### src/rtl/xps_pkg.sv
package xps_pkg;

    typedef enum logic [3:0] {
        S_IDLE,
        S_XOUT,
        S_XOE,
        S_XWAIT,
        S_POUT,
        S_PWAIT,
        S_DOUT,
        S_DOE,
        S_STAT,
        S_DONE
    } xps_state_e;

    // One register action per cycle, decoded from the sequencer state.
    typedef struct packed {
        logic xtal_sel;   // crystal requested by accepted command
        logic pll_sel;    // PLL requested by accepted command
        logic set_xtal;   // raise crystal bit (and PLL-off if pll_sel)
        logic clr_pll;    // release PLL (active-low control)
        logic down;       // power-down output update
        logic oe_write;   // OR mask into output enable
        logic clr_status; // clear target-abort flag
    } xps_step_t;

    function automatic int unsigned tmr_width(input int unsigned cyc_per_ms);
        return $clog2(2 * cyc_per_ms + 1);
    endfunction

endpackage

### src/rtl/xps_timer.sv
module xps_timer #(
    parameter int unsigned TW = 8
) (
    input  logic          clk,
    input  logic          rst,
    input  logic          load,
    input  logic [TW-1:0] load_val,
    output logic          last
);
    logic [TW-1:0] cnt_q;

    always_ff @(posedge clk) begin
        if (rst) begin
            cnt_q <= '0;
        end else if (load) begin
            cnt_q <= load_val;
        end else if (cnt_q != '0) begin
            cnt_q <= cnt_q - 1'b1;
        end
    end

    assign last = (cnt_q == TW'(1));
endmodule

### src/rtl/xps_ctrl.sv
module xps_ctrl
    import xps_pkg::*;
#(
    parameter int unsigned CYC_PER_MS = 200000,
    parameter int unsigned TW         = tmr_width(CYC_PER_MS)
) (
    input  logic          clk,
    input  logic          rst,
    input  logic          cmd_valid,
    input  logic          cmd_on,
    input  logic          want_xtal,
    input  logic          want_pll,
    input  logic          xtal_sensed,
    input  logic          tmr_last,
    output logic          accept,
    output logic          busy,
    output logic          done,
    output xps_step_t     step,
    output logic          tmr_load,
    output logic [TW-1:0] tmr_val
);
    localparam logic [TW-1:0] TICKS_1MS = TW'(CYC_PER_MS);
    localparam logic [TW-1:0] TICKS_2MS = TW'(2 * CYC_PER_MS);

    xps_state_e st_q, st_d;
    logic       xsel_q, psel_q;

    assign accept = cmd_valid && (st_q == S_IDLE);

    always_comb begin
        st_d = st_q;
        unique case (st_q)
            S_IDLE: begin
                if (cmd_valid) begin
                    if (!cmd_on)         st_d = S_DOUT;
                    else if (xtal_sensed) st_d = S_STAT;
                    else if (want_xtal)  st_d = S_XOUT;
                    else if (want_pll)   st_d = S_POUT;
                    else                 st_d = S_STAT;
                end
            end
            S_XOUT:  st_d = S_XOE;
            S_XOE:   st_d = S_XWAIT;
            S_XWAIT: if (tmr_last) st_d = psel_q ? S_POUT : S_STAT;
            S_POUT:  st_d = S_PWAIT;
            S_PWAIT: if (tmr_last) st_d = S_STAT;
            S_DOUT:  st_d = S_DOE;
            S_DOE:   st_d = S_DONE;
            S_STAT:  st_d = S_DONE;
            S_DONE:  st_d = S_IDLE;
            default: st_d = S_IDLE;
        endcase
    end

    always_ff @(posedge clk) begin
        if (rst) begin
            st_q   <= S_IDLE;
            xsel_q <= 1'b0;
            psel_q <= 1'b0;
        end else begin
            st_q <= st_d;
            if (accept) begin
                xsel_q <= want_xtal;
                psel_q <= want_pll;
            end
        end
    end

    always_comb begin
        step            = '0;
        step.xtal_sel   = xsel_q;
        step.pll_sel    = psel_q;
        step.set_xtal   = (st_q == S_XOUT);
        step.clr_pll    = (st_q == S_POUT);
        step.down       = (st_q == S_DOUT);
        step.oe_write   = (st_q == S_XOE) || (st_q == S_DOE);
        step.clr_status = (st_q == S_STAT);
    end

    assign tmr_load = (st_q == S_XOE) || (st_q == S_POUT);
    assign tmr_val  = (st_q == S_POUT) ? TICKS_2MS : TICKS_1MS;
    assign busy     = (st_q != S_IDLE);
    assign done     = (st_q == S_DONE);
endmodule

### src/rtl/xps_regs.sv
module xps_regs
    import xps_pkg::*;
#(
    parameter int unsigned GPIO_W   = 8,
    parameter int unsigned XTAL_BIT = 6,
    parameter int unsigned PLL_BIT  = 7,
    parameter int unsigned STA_W    = 16,
    parameter int unsigned STA_BIT  = 11
) (
    input  logic              clk,
    input  logic              rst,
    input  logic              accept,
    input  logic [GPIO_W-1:0] cmd_mask,
    input  xps_step_t         step,
    input  logic [STA_W-1:0]  status_set,
    output logic [GPIO_W-1:0] gpio_out,
    output logic [GPIO_W-1:0] gpio_oe,
    output logic [STA_W-1:0]  status
);
    localparam logic [STA_W-1:0] STA_CLR = STA_W'(1) << STA_BIT;

    logic [GPIO_W-1:0] mask_q;
    logic [GPIO_W-1:0] out_q, oe_q;
    logic [STA_W-1:0]  sta_q;

    always_ff @(posedge clk) begin
        if (rst) begin
            mask_q <= '0;
            out_q  <= '0;
            oe_q   <= '0;
            sta_q  <= '0;
        end else begin
            if (accept) mask_q <= cmd_mask;
            if (step.set_xtal) begin
                out_q[XTAL_BIT] <= 1'b1;
                if (step.pll_sel) out_q[PLL_BIT] <= 1'b1;
            end
            if (step.clr_pll) out_q[PLL_BIT] <= 1'b0;
            if (step.down) begin
                if (step.xtal_sel) out_q[XTAL_BIT] <= 1'b0;
                if (step.pll_sel)  out_q[PLL_BIT]  <= 1'b1;
            end
            if (step.oe_write) oe_q <= oe_q | mask_q;
            sta_q <= (sta_q | status_set) & ~(step.clr_status ? STA_CLR : '0);
        end
    end

    assign gpio_out = out_q;
    assign gpio_oe  = oe_q;
    assign status   = sta_q;
endmodule

### src/rtl/xtal_pll_seq.sv
module xtal_pll_seq
    import xps_pkg::*;
#(
    parameter int unsigned GPIO_W     = 8,
    parameter int unsigned XTAL_BIT   = 6,
    parameter int unsigned PLL_BIT    = 7,
    parameter int unsigned STA_BIT    = 11,
    parameter int unsigned CYC_PER_MS = 200000
) (
    input  logic              clk,
    input  logic              rst,
    input  logic              cmd_valid,
    input  logic              cmd_on,
    input  logic [GPIO_W-1:0] cmd_mask,
    input  logic [GPIO_W-1:0] gpio_in,
    input  logic [15:0]       status_set,
    output logic              busy,
    output logic              done,
    output logic [GPIO_W-1:0] gpio_out,
    output logic [GPIO_W-1:0] gpio_oe,
    output logic [15:0]       status
);
    localparam int unsigned TW = tmr_width(CYC_PER_MS);

    logic          accept, tmr_load, tmr_last;
    logic [TW-1:0] tmr_val;
    xps_step_t     step;
    logic          unused_in;

    assign unused_in = ^gpio_in;

    xps_ctrl #(.CYC_PER_MS(CYC_PER_MS), .TW(TW)) u_ctrl (
        .clk        (clk),
        .rst        (rst),
        .cmd_valid  (cmd_valid),
        .cmd_on     (cmd_on),
        .want_xtal  (cmd_mask[XTAL_BIT]),
        .want_pll   (cmd_mask[PLL_BIT]),
        .xtal_sensed(gpio_in[XTAL_BIT]),
        .tmr_last   (tmr_last),
        .accept     (accept),
        .busy       (busy),
        .done       (done),
        .step       (step),
        .tmr_load   (tmr_load),
        .tmr_val    (tmr_val)
    );

    xps_timer #(.TW(TW)) u_tmr (
        .clk     (clk),
        .rst     (rst),
        .load    (tmr_load),
        .load_val(tmr_val),
        .last    (tmr_last)
    );

    xps_regs #(
        .GPIO_W(GPIO_W), .XTAL_BIT(XTAL_BIT), .PLL_BIT(PLL_BIT),
        .STA_W(16), .STA_BIT(STA_BIT)
    ) u_regs (
        .clk       (clk),
        .rst       (rst),
        .accept    (accept),
        .cmd_mask  (cmd_mask),
        .step      (step),
        .status_set(status_set),
        .gpio_out  (gpio_out),
        .gpio_oe   (gpio_oe),
        .status    (status)
    );
endmodule

### config.mk
export PLATFORM = sky130hd
export DESIGN_NAME = xtal_pll_seq
export DESIGN_NICKNAME = d
export VERILOG_FILES = /design/src/rtl/xps_pkg.sv /design/src/rtl/xps_timer.sv /design/src/rtl/xps_ctrl.sv /design/src/rtl/xps_regs.sv /design/src/rtl/xtal_pll_seq.sv
export SDC_FILE = /design/constraint.sdc
export NUM_CORES = 1
export LEC_CHECK = 0
export ABC_AREA = 1
export BUFFER_PORTS_ARGS = -buffer_cell sky130_fd_sc_hd__buf_2
export CAP_MARGIN = 20
export CORE_AREA = 5 5 83 85
export CTS_BUF_LIST = sky130_fd_sc_hd__clkbuf_4
export DETAILED_ROUTE_END_ITERATION = 16
export DIE_AREA = 0 0 88 90
export GPL_TIMING_DRIVEN = 0
export PLACE_DENSITY = 0.71
export SYNTH_ARGS = -nofsm -noshare
export SYNTH_HDL_FRONTEND = slang
export SYNTH_SLANG_ARGS = --single-unit
### constraint.sdc
create_clock -name clk -period 1.64 [get_ports clk]
set_clock_uncertainty 0.05 [all_clocks]
set_input_delay 0.082 -clock clk [delete_from_list [all_inputs] [get_ports clk]]
set_output_delay 0.082 -clock clk [all_outputs]
set_load 0.05 [all_outputs]
==> Yosys cells after proc, flatten, opt, wreduce, memory -nomap -nowiden <==
Cells that the tools add are included.
{ "totals": {"regBits": 59, "inputBits": 36, "out_inout_bits": 34, "elab_cells": 54} }
{ "classes": {"addsub": 1, "n_eq_ne": 13, "n_mux": 19, "bitwise": 4, "reduce_logical": 9} }
{ "op_table": {"columns": ["op", "count"], "rows": [
  ["19-bit 2-to-1 mux", 3],
  ["4-bit 2-to-1 mux", 8],
  ["4-bit case mux with 8 select lines", 1],
  ["19-bit by 1-bit equality test with 1-bit output, second input constant", 1],
  ["19-bit nonzero test", 1],
  ["19-bit by 1-bit subtractor with 19-bit output, second input constant", 1],
  ["16-bit bitwise AND", 1],
  ["4-bit by 3-bit equality test with 1-bit output, second input constant", 4],
  ["16-bit NOT", 1],
  ["16-bit OR", 1],
  ["12-bit 2-to-1 mux", 1],
  ["4-bit by 2-bit equality test with 1-bit output, second input constant", 2],
  ["4-bit equality test, second input constant", 2],
  ["8-bit OR", 1],
  ["2-bit inequality test, second input constant", 3],
  ["4-bit by 1-bit equality test with 1-bit output, second input constant", 1],
  ["4-bit logical NOT", 1],
  ["1-bit 2-to-1 mux", 4],
  ["2-bit 2-to-1 mux", 2],
  ["4-bit nonzero test", 1],
  ["3-bit AND reduction", 1],
  ["1-bit logical OR", 2],
  ["2-bit nonzero test", 1],
  ["2-bit OR reduction", 1],
  ["1-bit logical AND", 1]
]} }

==> Longest topological paths before layout <==
{ "logic_depth": {"word_depth": 6, "mapped_depth": 11, "depth_no_buf": 11} }

==> Cells and area by module <==
A second synthesis with hierarchy kept.
{ "unflattened": {"cells_unflattened": 447, "hier_area_um2": 3076.7} }
{ "by_module_without_submodules": {"columns": ["module", "n_inst", "cells_per_inst", "area_per_inst_um2", "seq_area_each_um2"], "rows": [
  ["xps_timer", 1, 215, 1267.5, 380.4],
  ["xps_regs", 1, 129, 1177.4, 680.7],
  ["xps_ctrl", 1, 103, 631.9, 120.1]
]} }

==> Worst setup path before layout <==
Ideal clock, no wire load.
{ "synth_timing": {"kind": "reg2out", "startpoint": "reg u_ctrl.st_q[0]", "endpoint": "out done", "arrival_ns": 1.652, "required_ns": 1.508, "path_slack_ns": -0.144, "stages_incl_launch_ff": 5, "n_path_buf": 0, "path_cell_list": "dfxtp_1 > inv_1 > nor2_1 > inv_1 > nor3_1"} }
{ "synth_between": {"elab_chain_len": 1} }
{ "synth_lines": {"columns": ["item", "line_no", "source"], "rows": [
  ["from (decl)", "xps_ctrl.sv:25", "xps_state_e st_q, st_d;"],
  ["from (signal assigned)", "xps_ctrl.sv:61", "st_q <= st_d;"],
  ["4-bit equality test", "xps_ctrl.sv:83", "assign done = (st_q == S_DONE);"],
  ["to (decl)", "xtal_pll_seq.sv:18", "output logic done,"]
]} }
No other way between the ends.

==> Final worst setup path <==
{ "layout_timing": {"startpoint": "reg u_ctrl.st_q[1]", "endpoint": "out busy"} }
{ "layout_between": {"elab_chain_len": 1} }
{ "layout_lines": {"columns": ["item", "line_no", "source"], "rows": [
  ["4-bit nonzero test", "xps_ctrl.sv:82", "assign busy = (st_q != S_IDLE);"],
  ["to (decl)", "xtal_pll_seq.sv:17", "output logic busy,"]
]} }
No other way between the ends.

==> results_dict.tcl <==
set metrics [dict create \
    synth-seq-cells 57 \
    worst_ir_drop_vdd_mv 1.03 \
    overflow 0 \
    status "finished, final reports clean" \
    die_w_um 88 \
    max_stage_delay_ps 480 \
    slew_viol_final 0 \
    yosys_warnings 0 \
    synth_mux_area_share_pct 0 \
    synth_seq_area_share_pct 43.3 \
    yosys.area_share.adder_pct 0.950 \
    fmax_ghz 0.643 \
    synth_top_family_by_area "simple AND/OR/NAND/NOR gates" \
    cts.htree.levels 3 \
    cpMaxStageDelayCell "dfxtp_1" \
    insertion_delay_ps 390 \
    drc 0 \
    routed_wl_mm 6.53 \
    vias 2620 \
    stdcell_area_um2 3480 \
    netlist_area_um2 2630 \
    pwr_density_cell_nw_per_um2 1870 \
    yosys.area_share.xor_xnor_pct 2.00 \
    hp-class "in2reg" \
    floorplan.initialDensity_pct 43.0 \
    clockBufferDepth 2 \
    drtIter0Drc 58 \
    period_needed_ps 1560 \
    cts_buffers 9 \
    vias_per_cell 4.76 \
    finalHoldViolations 0 \
    max-cap-violations 0 \
    nets 506 \
    synthSimpleGateAreaFrac_pct 36.5 \
    cts_tree "yes" \
    path_max_fanout 6 \
    root_buffer "clkbuf_4" \
    p_leak_uw 0.00171 \
    path_cells "nor2_2 > inv_2 > nor2_4 > inv_2 > buf_2" \
    fin_hold_ws_ps 47.5 \
    grt_pass1_wl_mm 11.3 \
    synth_compound_gate_area_share_pct 8.17 \
    setup_violations 0 \
    cp-start-kind "flop" \
    syn2layout_area_growth_pct 32.3 \
    rows 29 \
    syn_avg_cell_area_um2 7.18 \
    core_um2 6130 \
    synth_flop_cell "dfxtp_1" \
    diodes 0 \
    grtUsageTotal_pct 17.6 \
    ios 70 \
    fin_tns_setup_ps 0 \
    grt_pass1_vias 2587 \
    clk_pin_slew_ps 90 \
    synth_edf_count 0 \
    placed_cell_area_um2 3020 \
    grt_max_degree 11 \
    cts.sink_count 57 \
    portBuffers 54 \
    syn_inst 367 \
    ys_types 32 \
    postRouteAntennaNets 0 \
    die_area_um2 7920 \
    cp.arrival_ps 1420 \
    crit_type "reg2out" \
    crit_required_ps 1510 \
    synthArstFlopShare_pct 0 \
    drive_gt1_share_pct 25.6 \
    crit_top_cell "inv_2" \
    end_kind "output pin" \
    dp_hpwl_mm 4.60 \
    dieHeight_um 90 \
    layout_worst_path_cycle_share_pct 94.9 \
    gp_congestion 0.907 \
    dr.pass1.iters 4 \
    antenna_found_initial 0 \
    wire_per_inst_um 11.9 \
]
==> worst max-delay path, delay by kind of cell, from the launching register on <==
| family | cells | cell delay, ps |
|---|---|---|
| AND/OR/NAND/NOR | 2 | 130 |
| flip-flops | 1 | 480 |
| buffers and inverters | 3 | 420 |
==> cells in the final DEF, fill, tap and decap left out, types with 5 or more instances in the layout <==
master / count
nor2_1: 81
nand2_1: 62
buf_2: 53
dfxtp_1: 53
nand3_1: 33
a21oi_1: 30
inv_1: 28
dlygate4sd3_1: 24
buf_4: 14
clkbuf_4: 10
inv_2: 8
nor2_4: 7
o21ai_0: 7
nor3_1: 6
conb_1: 6
clkbuf_1: 5
xor2_1: 5
==> state kept, by name, indices dropped and copies added (netlist names) <==
| signal | count |
|---|---|
| u_ctrl.st_q | 4 |
| u_regs.gpio_oe | 8 |
| u_regs.gpio_out | 2 |
| u_regs.mask_q | 8 |
| u_regs.status | 16 |
| u_tmr.cnt_q | 19 |
==> layout make-up <==
cell class / instances / area [um^2]
Buffer: 14 / 86.3
Clock buffer: 10 / 75.1
Tap cell: 77 / 96.3
Fill cell: 586 / 2650
Sequential cell: 57 / 1150
Timing Repair Buffer: 85 / 569
Inverter: 38 / 148
Clock inverter: 6 / 58.8
Multi-Input combinational cell: 263 / 1310
==> routing by layer <==
metal	track usage, %	vias to the layer above	wire (um)
met5	0	-	0
met4	7.42	0	106
met3	3.93	13	301
met2	29.6	59	3320
met1	21.0	1191	2800
li1	-	1357	-
==> report_power, final <==
| group | internal, uW | switching, uW | leakage (uW) |
|---|---|---|---|
| logic | 1250 | 2260 | 0.00116 |
| clock network | 474 | 518 | 0.0000799 |
| registers | 1730 | 285 | 0.000471 |
==> what timing repair did <==
| item | CTS | global route |
|---|---|---|
| hold endpoints to repair | 24 | 0 |
| pin swaps | 2 | 1 |
| hold buffers | 24 | 0 |
| setup buffers | 4 | 3 |
| endpoints found under the setup margin | 20 | 14 |
| resized for setup | 5 | 8 |
==> worst paths after layout <==
kind                      end  slack (ps)  cells after the start              from
max                      busy          80                      5    u_ctrl.st_q[1]
min            u_ctrl.st_q[1]          50                      4            cmd_on
max reg2reg    u_tmr.cnt_q[6]         120                      8    u_tmr.cnt_q[8]
min reg2reg  u_regs.mask_q[1]         420                      2  u_regs.mask_q[1]
==> cells by family (layout without fill, tap and decap cells) <==
kind of cell	after synthesis	in the layout
AND/OR/NAND/NOR	208	208
flip-flops	57	57
buffers and inverters	52	153
AO/OA/AOI/OAI	41	41
XOR/XNOR	6	6
adder cells (fa/ha/maj)	2	2
other	1	6
==> cells in the mapped netlist, drive strengths merged, types with 5 or more instances <==
cell | number | area, um^2
o21ai | 7 | 35.0
nor2 | 92 | 398
buf | 9 | 67.6
nor3 | 7 | 35.0
nand3 | 35 | 185
nand2 | 67 | 283
dfxtp | 57 | 1140
clkbuf | 5 | 18.8
inv | 38 | 148
xor2 | 5 | 43.8
a21oi | 30 | 150
==> stage by stage <==
| step | instances | utilization [%] | total power [uW] | setup WS (ps) |
|---|---|---|---|---|
| 4_1_cts | 547 | 56.2 | 6480 | 27.8 |
| 3_3_place_gp | 503 | 49.3 | 5240 | -290 |
| 5_1_grt | 550 | 56.8 | 7130 | -8.04 |
| 6_report | 550 | 56.8 | 6520 | 83.9 |
| 2_1_floorplan | 372 | - | 4640 | 31.4 |
| 3_5_place_dp | 503 | 49.3 | 5300 | -304 |
No activity file was read; power rests on OpenSTA's default activity.
